### src/rtl/ser_rx_pkg.sv
package ser_rx_pkg;

    localparam int DATA_W = 8;

    typedef enum logic [1:0] {
        MODE_ASYNC     = 2'd0,
        MODE_MPROC     = 2'd1,
        MODE_SYNC      = 2'd2,
        MODE_ASYNC_ALT = 2'd3
    } rx_mode_e;

    typedef enum logic [2:0] {
        AS_IDLE  = 3'd0,
        AS_START = 3'd1,
        AS_DATA  = 3'd2,
        AS_EXTRA = 3'd3,
        AS_STOP  = 3'd4
    } as_state_e;

    typedef struct packed {
        logic              done;
        logic [DATA_W-1:0] data;
        logic              ad;
        logic              perr;
        logic              ferr;
    } rx_frame_t;

    // 1 when the data bits plus the parity bit break the selected sense
    function automatic logic parity_bad(input logic [DATA_W-1:0] d,
                                        input logic pbit,
                                        input logic odd);
        logic ones_odd;
        ones_odd = (^d) ^ pbit;
        return odd ? ~ones_odd : ones_odd;
    endfunction

    function automatic logic mode_is_async(input rx_mode_e m);
        return m != MODE_SYNC;
    endfunction

endpackage

### src/rtl/ser_rx_sync.sv
module ser_rx_sync #(
    parameter int          W       = 2,
    parameter int          STAGES  = 2,
    parameter logic [W-1:0] RST_VAL = '1
) (
    input  logic         clk,
    input  logic         rst,
    input  logic [W-1:0] d_i,
    output logic [W-1:0] q_o
);
    logic [W-1:0] chain [STAGES];

    generate
        for (genvar s = 0; s < STAGES; s++) begin : g_stage
            if (s == 0) begin : g_first
                always_ff @(posedge clk) begin
                    if (rst) chain[s] <= RST_VAL;
                    else     chain[s] <= d_i;
                end
            end else begin : g_next
                always_ff @(posedge clk) begin
                    if (rst) chain[s] <= RST_VAL;
                    else     chain[s] <= chain[s-1];
                end
            end
        end
    endgenerate

    assign q_o = chain[STAGES-1];
endmodule

### src/rtl/ser_rx_async.sv
module ser_rx_async
    import ser_rx_pkg::*;
#(
    parameter int OVS = 8
) (
    input  logic      clk,
    input  logic      rst,
    input  logic      en,
    input  rx_mode_e  mode,
    input  logic      par_en,
    input  logic      par_odd,
    input  logic      samp_stb,
    input  logic      rxd,
    output rx_frame_t frm
);
    localparam int CNT_W = (OVS > 2) ? $clog2(OVS) : 1;
    localparam int HALF  = OVS / 2;
    localparam int BIT_W = $clog2(DATA_W);
    localparam logic [CNT_W-1:0] CNT_LAST = CNT_W'(OVS - 1);
    localparam logic [CNT_W-1:0] CNT_MID  = CNT_W'(HALF - 1);
    localparam logic [BIT_W-1:0] BIT_LAST = BIT_W'(DATA_W - 1);

    as_state_e         state;
    logic [CNT_W-1:0]  cnt;
    logic [BIT_W-1:0]  bitn;
    logic [DATA_W-1:0] shreg;
    logic              xbit;
    logic              has_extra;
    logic              chk_par;
    logic              bit_point;

    assign has_extra = (mode == MODE_MPROC) || par_en;
    assign chk_par   = (mode != MODE_MPROC) && par_en;
    assign bit_point = samp_stb && (cnt == CNT_LAST);

    always_ff @(posedge clk) begin
        if (rst || !en) begin
            state <= AS_IDLE;
            cnt   <= '0;
            bitn  <= '0;
            shreg <= '0;
            xbit  <= 1'b0;
            frm   <= '0;
        end else begin
            frm.done <= 1'b0;
            if (samp_stb) begin
                case (state)
                    AS_IDLE: begin
                        if (!rxd) begin
                            state <= AS_START;
                            cnt   <= '0;
                        end
                    end
                    AS_START: begin
                        if (cnt == CNT_MID) begin
                            cnt  <= '0;
                            bitn <= '0;
                            state <= rxd ? AS_IDLE : AS_DATA;
                        end else begin
                            cnt <= cnt + 1'b1;
                        end
                    end
                    default: begin
                        if (bit_point) begin
                            cnt <= '0;
                            case (state)
                                AS_DATA: begin
                                    shreg <= {rxd, shreg[DATA_W-1:1]};
                                    if (bitn == BIT_LAST)
                                        state <= has_extra ? AS_EXTRA : AS_STOP;
                                    else
                                        bitn <= bitn + 1'b1;
                                end
                                AS_EXTRA: begin
                                    xbit  <= rxd;
                                    state <= AS_STOP;
                                end
                                default: begin
                                    frm.done <= 1'b1;
                                    frm.data <= shreg;
                                    frm.ad   <= (mode == MODE_MPROC) && xbit;
                                    frm.perr <= chk_par && parity_bad(shreg, xbit, par_odd);
                                    frm.ferr <= ~rxd;
                                    state    <= AS_IDLE;
                                end
                            endcase
                        end else begin
                            cnt <= cnt + 1'b1;
                        end
                    end
                endcase
            end
        end
    end

    // a frame is only ever delivered out of the stop-bit state
    p_frame_from_stop_r2: assert property (@(posedge clk) disable iff (rst)
        frm.done |-> $past(state) == AS_STOP);

    // a line that is high again at the start midpoint never reaches the data bits
    p_false_start_idle_r8: assert property (@(posedge clk) disable iff (rst)
        (en && samp_stb && state == AS_START && cnt == CNT_MID && rxd)
        |=> (state == AS_IDLE && !frm.done));
endmodule

### src/rtl/ser_rx_shift.sv
module ser_rx_shift
    import ser_rx_pkg::*;
(
    input  logic      clk,
    input  logic      rst,
    input  logic      en,
    input  logic      sck,
    input  logic      rxd,
    output rx_frame_t frm
);
    localparam int BIT_W = $clog2(DATA_W);
    localparam logic [BIT_W-1:0] BIT_LAST = BIT_W'(DATA_W - 1);

    logic              sck_d;
    logic              rise;
    logic [BIT_W-1:0]  cnt;
    logic [DATA_W-1:0] shreg;

    assign rise = sck && !sck_d;

    always_ff @(posedge clk) begin
        if (rst) begin
            sck_d <= 1'b1;
            cnt   <= '0;
            shreg <= '0;
            frm   <= '0;
        end else begin
            sck_d    <= sck;
            frm.done <= 1'b0;
            if (!en) begin
                cnt <= '0;
            end else if (rise) begin
                shreg <= {rxd, shreg[DATA_W-1:1]};
                if (cnt == BIT_LAST) begin
                    cnt      <= '0;
                    frm.done <= 1'b1;
                    frm.data <= {rxd, shreg[DATA_W-1:1]};
                    frm.ad   <= 1'b0;
                    frm.perr <= 1'b0;
                    frm.ferr <= 1'b0;
                end else begin
                    cnt <= cnt + 1'b1;
                end
            end
        end
    end

    // a synchronous byte completes only on a shift-clock rising edge
    p_sync_on_edge_r5: assert property (@(posedge clk) disable iff (rst)
        frm.done |-> ($past(sck) && !$past(sck_d)));
endmodule

### src/rtl/ser_rx_status.sv
module ser_rx_status
    import ser_rx_pkg::*;
(
    input  logic              clk,
    input  logic              rst,
    input  rx_frame_t         frm,
    input  logic              rd,
    input  logic              clr_err,
    input  logic              rie,
    output logic [DATA_W-1:0] data,
    output logic              ad,
    output logic              full,
    output logic              perr,
    output logic              oerr,
    output logic              ferr,
    output logic              irq
);
    always_ff @(posedge clk) begin
        if (rst) begin
            data <= '0;
            ad   <= 1'b0;
            full <= 1'b0;
            perr <= 1'b0;
            oerr <= 1'b0;
            ferr <= 1'b0;
        end else begin
            if (clr_err) begin
                perr <= 1'b0;
                oerr <= 1'b0;
                ferr <= 1'b0;
            end
            if (rd) full <= 1'b0;
            if (frm.done) begin
                if (full && !rd) begin
                    oerr <= 1'b1;
                end else begin
                    data <= frm.data;
                    ad   <= frm.ad;
                    full <= 1'b1;
                    if (frm.perr) perr <= 1'b1;
                    if (frm.ferr) ferr <= 1'b1;
                end
            end
        end
    end

    assign irq = rie && (full || perr || oerr || ferr);

    // an unread byte survives a second frame, which raises overrun
    p_ovr_keeps_data_r7: assert property (@(posedge clk) disable iff (rst)
        (frm.done && full && !rd) |=> (oerr && full && data == $past(data) && ad == $past(ad)));

    // a read without a new frame empties the register and keeps the byte
    p_read_clears_r9: assert property (@(posedge clk) disable iff (rst)
        (rd && !frm.done) |=> (!full && data == $past(data)));

    // error clear without a new frame drops all three error flags
    p_clr_err_r9: assert property (@(posedge clk) disable iff (rst)
        (clr_err && !frm.done) |=> (!perr && !oerr && !ferr));

    // the request is gated by the enable
    p_irq_gate_r10: assert property (@(posedge clk) disable iff (rst)
        !rie |-> !irq);

    // a full register always requests when enabled
    p_irq_full_r10: assert property (@(posedge clk) disable iff (rst)
        (rie && full) |-> irq);
endmodule

### src/rtl/ser_rx_multi.sv
module ser_rx_multi
    import ser_rx_pkg::*;
#(
    parameter int OVS         = 8,
    parameter int SYNC_STAGES = 2
) (
    input  logic              clk,
    input  logic              rst,
    input  logic [1:0]        mode_i,
    input  logic              par_en_i,
    input  logic              par_odd_i,
    input  logic              samp_stb_i,
    input  logic              rxd_i,
    input  logic              sck_i,
    input  logic              rd_i,
    input  logic              clr_err_i,
    input  logic              rie_i,
    output logic [DATA_W-1:0] rx_data_o,
    output logic              ad_o,
    output logic              full_o,
    output logic              perr_o,
    output logic              oerr_o,
    output logic              ferr_o,
    output logic              irq_o
);
    rx_mode_e  mode;
    logic [1:0] pins_s;
    logic      rxd_s;
    logic      sck_s;
    logic      async_en;
    rx_frame_t async_frm;
    rx_frame_t sync_frm;
    rx_frame_t frm;

    assign mode     = rx_mode_e'(mode_i);
    assign async_en = mode_is_async(mode);

    ser_rx_sync #(.W(2), .STAGES(SYNC_STAGES), .RST_VAL(2'b11)) u_sync (
        .clk (clk),
        .rst (rst),
        .d_i ({sck_i, rxd_i}),
        .q_o (pins_s)
    );
    assign sck_s = pins_s[1];
    assign rxd_s = pins_s[0];

    ser_rx_async #(.OVS(OVS)) u_async (
        .clk      (clk),
        .rst      (rst),
        .en       (async_en),
        .mode     (mode),
        .par_en   (par_en_i),
        .par_odd  (par_odd_i),
        .samp_stb (samp_stb_i),
        .rxd      (rxd_s),
        .frm      (async_frm)
    );

    ser_rx_shift u_shift (
        .clk (clk),
        .rst (rst),
        .en  (!async_en),
        .sck (sck_s),
        .rxd (rxd_s),
        .frm (sync_frm)
    );

    assign frm = async_en ? async_frm : sync_frm;

    ser_rx_status u_status (
        .clk     (clk),
        .rst     (rst),
        .frm     (frm),
        .rd      (rd_i),
        .clr_err (clr_err_i),
        .rie     (rie_i),
        .data    (rx_data_o),
        .ad      (ad_o),
        .full    (full_o),
        .perr    (perr_o),
        .oerr    (oerr_o),
        .ferr    (ferr_o),
        .irq     (irq_o)
    );

    // the full flag rises only on a delivered frame
    p_full_from_frame_r2: assert property (@(posedge clk) disable iff (rst)
        $rose(full_o) |-> $past(frm.done));

    // parity errors come only from the plain asynchronous format
    p_perr_mode_r3: assert property (@(posedge clk) disable iff (rst)
        $rose(perr_o) |-> ($past(mode_i) != MODE_MPROC && $past(mode_i) != MODE_SYNC));

    // the synchronous format never raises a framing error
    p_sync_no_ferr_r5: assert property (@(posedge clk) disable iff (rst)
        $rose(ferr_o) |-> $past(mode_i) != MODE_SYNC);

    // a framing error always comes with a full register
    p_ferr_with_full_r6: assert property (@(posedge clk) disable iff (rst)
        $rose(ferr_o) |-> full_o);
endmodule

### config.mk
export PLATFORM = sky130hd
export DESIGN_NAME = ser_rx_multi
export DESIGN_NICKNAME = d
export VERILOG_FILES = /design/src/rtl/ser_rx_pkg.sv /design/src/rtl/ser_rx_sync.sv /design/src/rtl/ser_rx_async.sv /design/src/rtl/ser_rx_shift.sv /design/src/rtl/ser_rx_status.sv /design/src/rtl/ser_rx_multi.sv
export SDC_FILE = /design/constraint.sdc
export NUM_CORES = 1
export LEC_CHECK = 0
export BUFFER_PORTS_ARGS = -buffer_cell sky130_fd_sc_hd__buf_2
export CAP_MARGIN = 20
export CORE_MARGIN = 3
export CORE_UTILIZATION = 58
export DETAILED_ROUTE_END_ITERATION = 16
export PLACE_DENSITY = 0.78
export REMOVE_ABC_BUFFERS = 1
export SLEW_MARGIN = 20
export SYNTH_ARGS = -nofsm -noshare
export SYNTH_HDL_FRONTEND = slang
export SYNTH_SLANG_ARGS = --single-unit
### constraint.sdc
create_clock -name clk -period 2.5 [get_ports clk]
set_input_delay 0.25 -clock clk [delete_from_list [all_inputs] [get_ports clk]]
set_output_delay 0.25 -clock clk [all_outputs]
set_load 0.01 [all_outputs]
==> results.yml <==
floorplan:
  dieWidth_um: 76.5
  core_um2: 4750
  die_y_um: 76.5
  row_count: 25
  die-area_um2: 5850
  start_util_pct: 60.6
  pin_count: 26
worst_setup_path:
  endpoint_kind: "flop"
  crit_family: "simple AND/OR/NAND/NOR gates"
  path_cells: "ha_1 > ha_1 > nand3_4 > or3_4 > or3b_1 > a21oi_1"
  cp.arrival_ns: 2.27
  path_buf_inv: 0
  cp_common_cell: "ha_1"
  required_ns: 2.76
  worst_setup_path_start_kind: "flop"
  max_stage_delay_ns: 0.45
  slowest_stage: "or3_4"
  criticalPathCategory: "flop to flop"
  setup.worst_path.start: "u_async.cnt[0]$_SDFFE_PP0P_"
  r2r_start: "u_async.cnt[0]$_SDFFE_PP0P_"
  worstRegToRegCells: 6
  critical_path_depth: 6
  crit_fanout: 11
timing:
  worstMarginPinSlew_ns: 0.812
  min_period_over_period_pct: 80.3
  finalSetupViolCount: 0
  period_minus_slack_ns: 2.01
  maxSlewHeadroom_pct: 45.2
  rsz0062_at_grt: "no"
  hold_ws_ns: 0.100
  fin_skew_ns: 0.00594
  hold_violations: 0
  max_freq_mhz: 498
  slew_violations: 0
clocking:
  cts-root-buf: "clkbuf_8"
  clock_sinks: 67
  post-cts-setup-buffers: 0
  cts_buffers: 9
  cts_max_level: 3
  clkTransAtPathRegs_ns: 0.07
  clockBufferDepth: 2
  cts_resized: 0
  ctsHoldBuffers: 0
  insertion_delay_ns: 0.33
  cts_tree: "built"
synth:
  synth_area_leaders: "dfxtp_1 47%, a21oi_1 7.1%, nand2_1 6.3%, mux2i_1 5.9%, ha_1 3.5%"
  synth_top_area_cell: "dfxtp_1"
  avgSynthCellArea_um2: 8.89
  synth-seq-area-share_pct: 46.6
  syn_inst: 324
  synth_top_area_share_pct: 46.6
  yosysWarnings: 0
  synthFlopType: "dfxtp_1"
  async_flop_share_pct: 0
  yosysUniqueCellTypes: 45
  synth-edff-count: 0
  ys_ff_latch: 67
  syn_area_um2: 2880
placed_design:
  gp_congestion: 0.818
  hpwlAfterDp_mm: 3.92
  io_buffers: 25
run:
  cap_violations: 0
route:
  dr.pass1.iters: 4
  drt_iter0_markers: 123
  drc_errors: 0
  postRouteWirelength_mm: 5.80
  wl_per_cell_um: 14.0
  via_count: 2342
  ant_nets: 0
  via_per_inst: 5.64
min_path:
  hp-start: "sck_i"
  hold_depth: 2
  hold_path.class: "input port to flop"
grt:
  grt_overflow: 0
  grt.total_usage_pct: 21.1
  grt_max_degree: 41
  antenna_found_initial: 0
  first_global_vias: 2144
  grt_pass1_wl_mm: 9.93
power_and_ir_drop:
  finalPower_mw: 1.93
  power_density_nw_per_um2: 603
  power.leakage_nw: 1.21
  ir_worst_vdd_v: 0.000378
status:
  status: "complete, no violations"
cells_and_area:
  syn_to_final_growth_pct: 11.2
  drive_gt1_share_pct: 14.7
  final_util_pct: 67.3
  layout_common_cells: "67 x dfxtp_1, 48 x nand2_1, 41 x a21oi_1"
  mostFrequentLayoutCell: "dfxtp_1"
  n_antenna_cell: 0
  finish.net_count: 363
## cell families (layout without fill, tap and decap cells)
logic type / after synthesis / after routing / synth area share [%]
fa+ha+maj: 8 / 8 / 3.48
xor+xnor: 7 / 7 / 2.61
buf+inv: 28 / 52 / 4.30
simple gates: 123 / 123 / 21.1
flops: 67 / 67 / 46.6
mux: 18 / 18 / 6.30
compound gates: 73 / 73 / 15.7
## per-stage QoR
step	setup slack, ns	area [um^2]	cells	TNS [ns]
2_1_floorplan	-0.292	2780	303	-2.52
3_3_place_gp	0.598	3030	399	0
3_5_place_dp	0.530	3030	399	0
4_1_cts	0.494	3200	415	0
5_1_grt	0.385	3200	415	0
6_report	0.492	3200	415	0
## power breakdown
part	switching [mW]	leakage [nW]	internal [mW]
registers	0.00429	0.541	1.07
clock network	0.372	0.0840	0.416
logic	0.0444	0.583	0.0229
## sequential cells by signal (all words and copies together) (netlist names), 3 cells and up
signal / count
u_async.cnt: 3
u_async.shreg: 8
u_status.data: 8
u_async.state: 3
u_shift.cnt: 3
u_shift.frm: 9
u_sync.chain: 4
u_async.frm: 12
u_shift.shreg: 7
u_async.bitn: 3
## cell usage after synthesis (all sizes together), types with 6 or more instances
cell and instances:
a21oi 42, a311oi 8, buf 6, clkbuf 15
dfxtp 67, ha 8, inv 7, mux2i 17
nand2 48, nand2b 7, nand3 12, nor2 21
nor3 6, o21ai 9, xnor2 6
## worst paths after layout
kind	to	slack (ns)
hold reg to reg	u_sync.chain[1][1]$_SDFF_PP1_	0.41
hold / removal	u_sync.chain[0][1]$_SDFF_PP1_	0.1
setup reg to reg	u_async.bitn[2]$_SDFFE_PP0P_	0.49
setup / recovery	u_async.bitn[2]$_SDFFE_PP0P_	0.49
## worst register-to-register path: cells and delay by family, from the launching register on
kind	cells	cell delay (ns)
AOI/OAI and AO/OA	1	0.14
adders and majority gates	2	0.48
DFF	1	0.35
and+or+nand+nor	3	0.97
## final cells by class
type | instances | area (um^2)
multi-input combinational | 229 | 1420
clock buffer | 15 | 166
sequential | 67 | 1340
fill | 414 | 1550
inverter | 7 | 26.3
tap | 67 | 83.8
clock inverter | 1 | 7.51
timing repair buffer | 29 | 155
## per-layer routing
layer	wire length, um	up-vias	global-route usage, %
met5	0	-	0
met4	188	0	13.2
met3	271	16	4.37
met2	2570	71	31.2
met1	2770	1071	28.2
li1	-	1184	-
(Power assumes the default switching activity.)
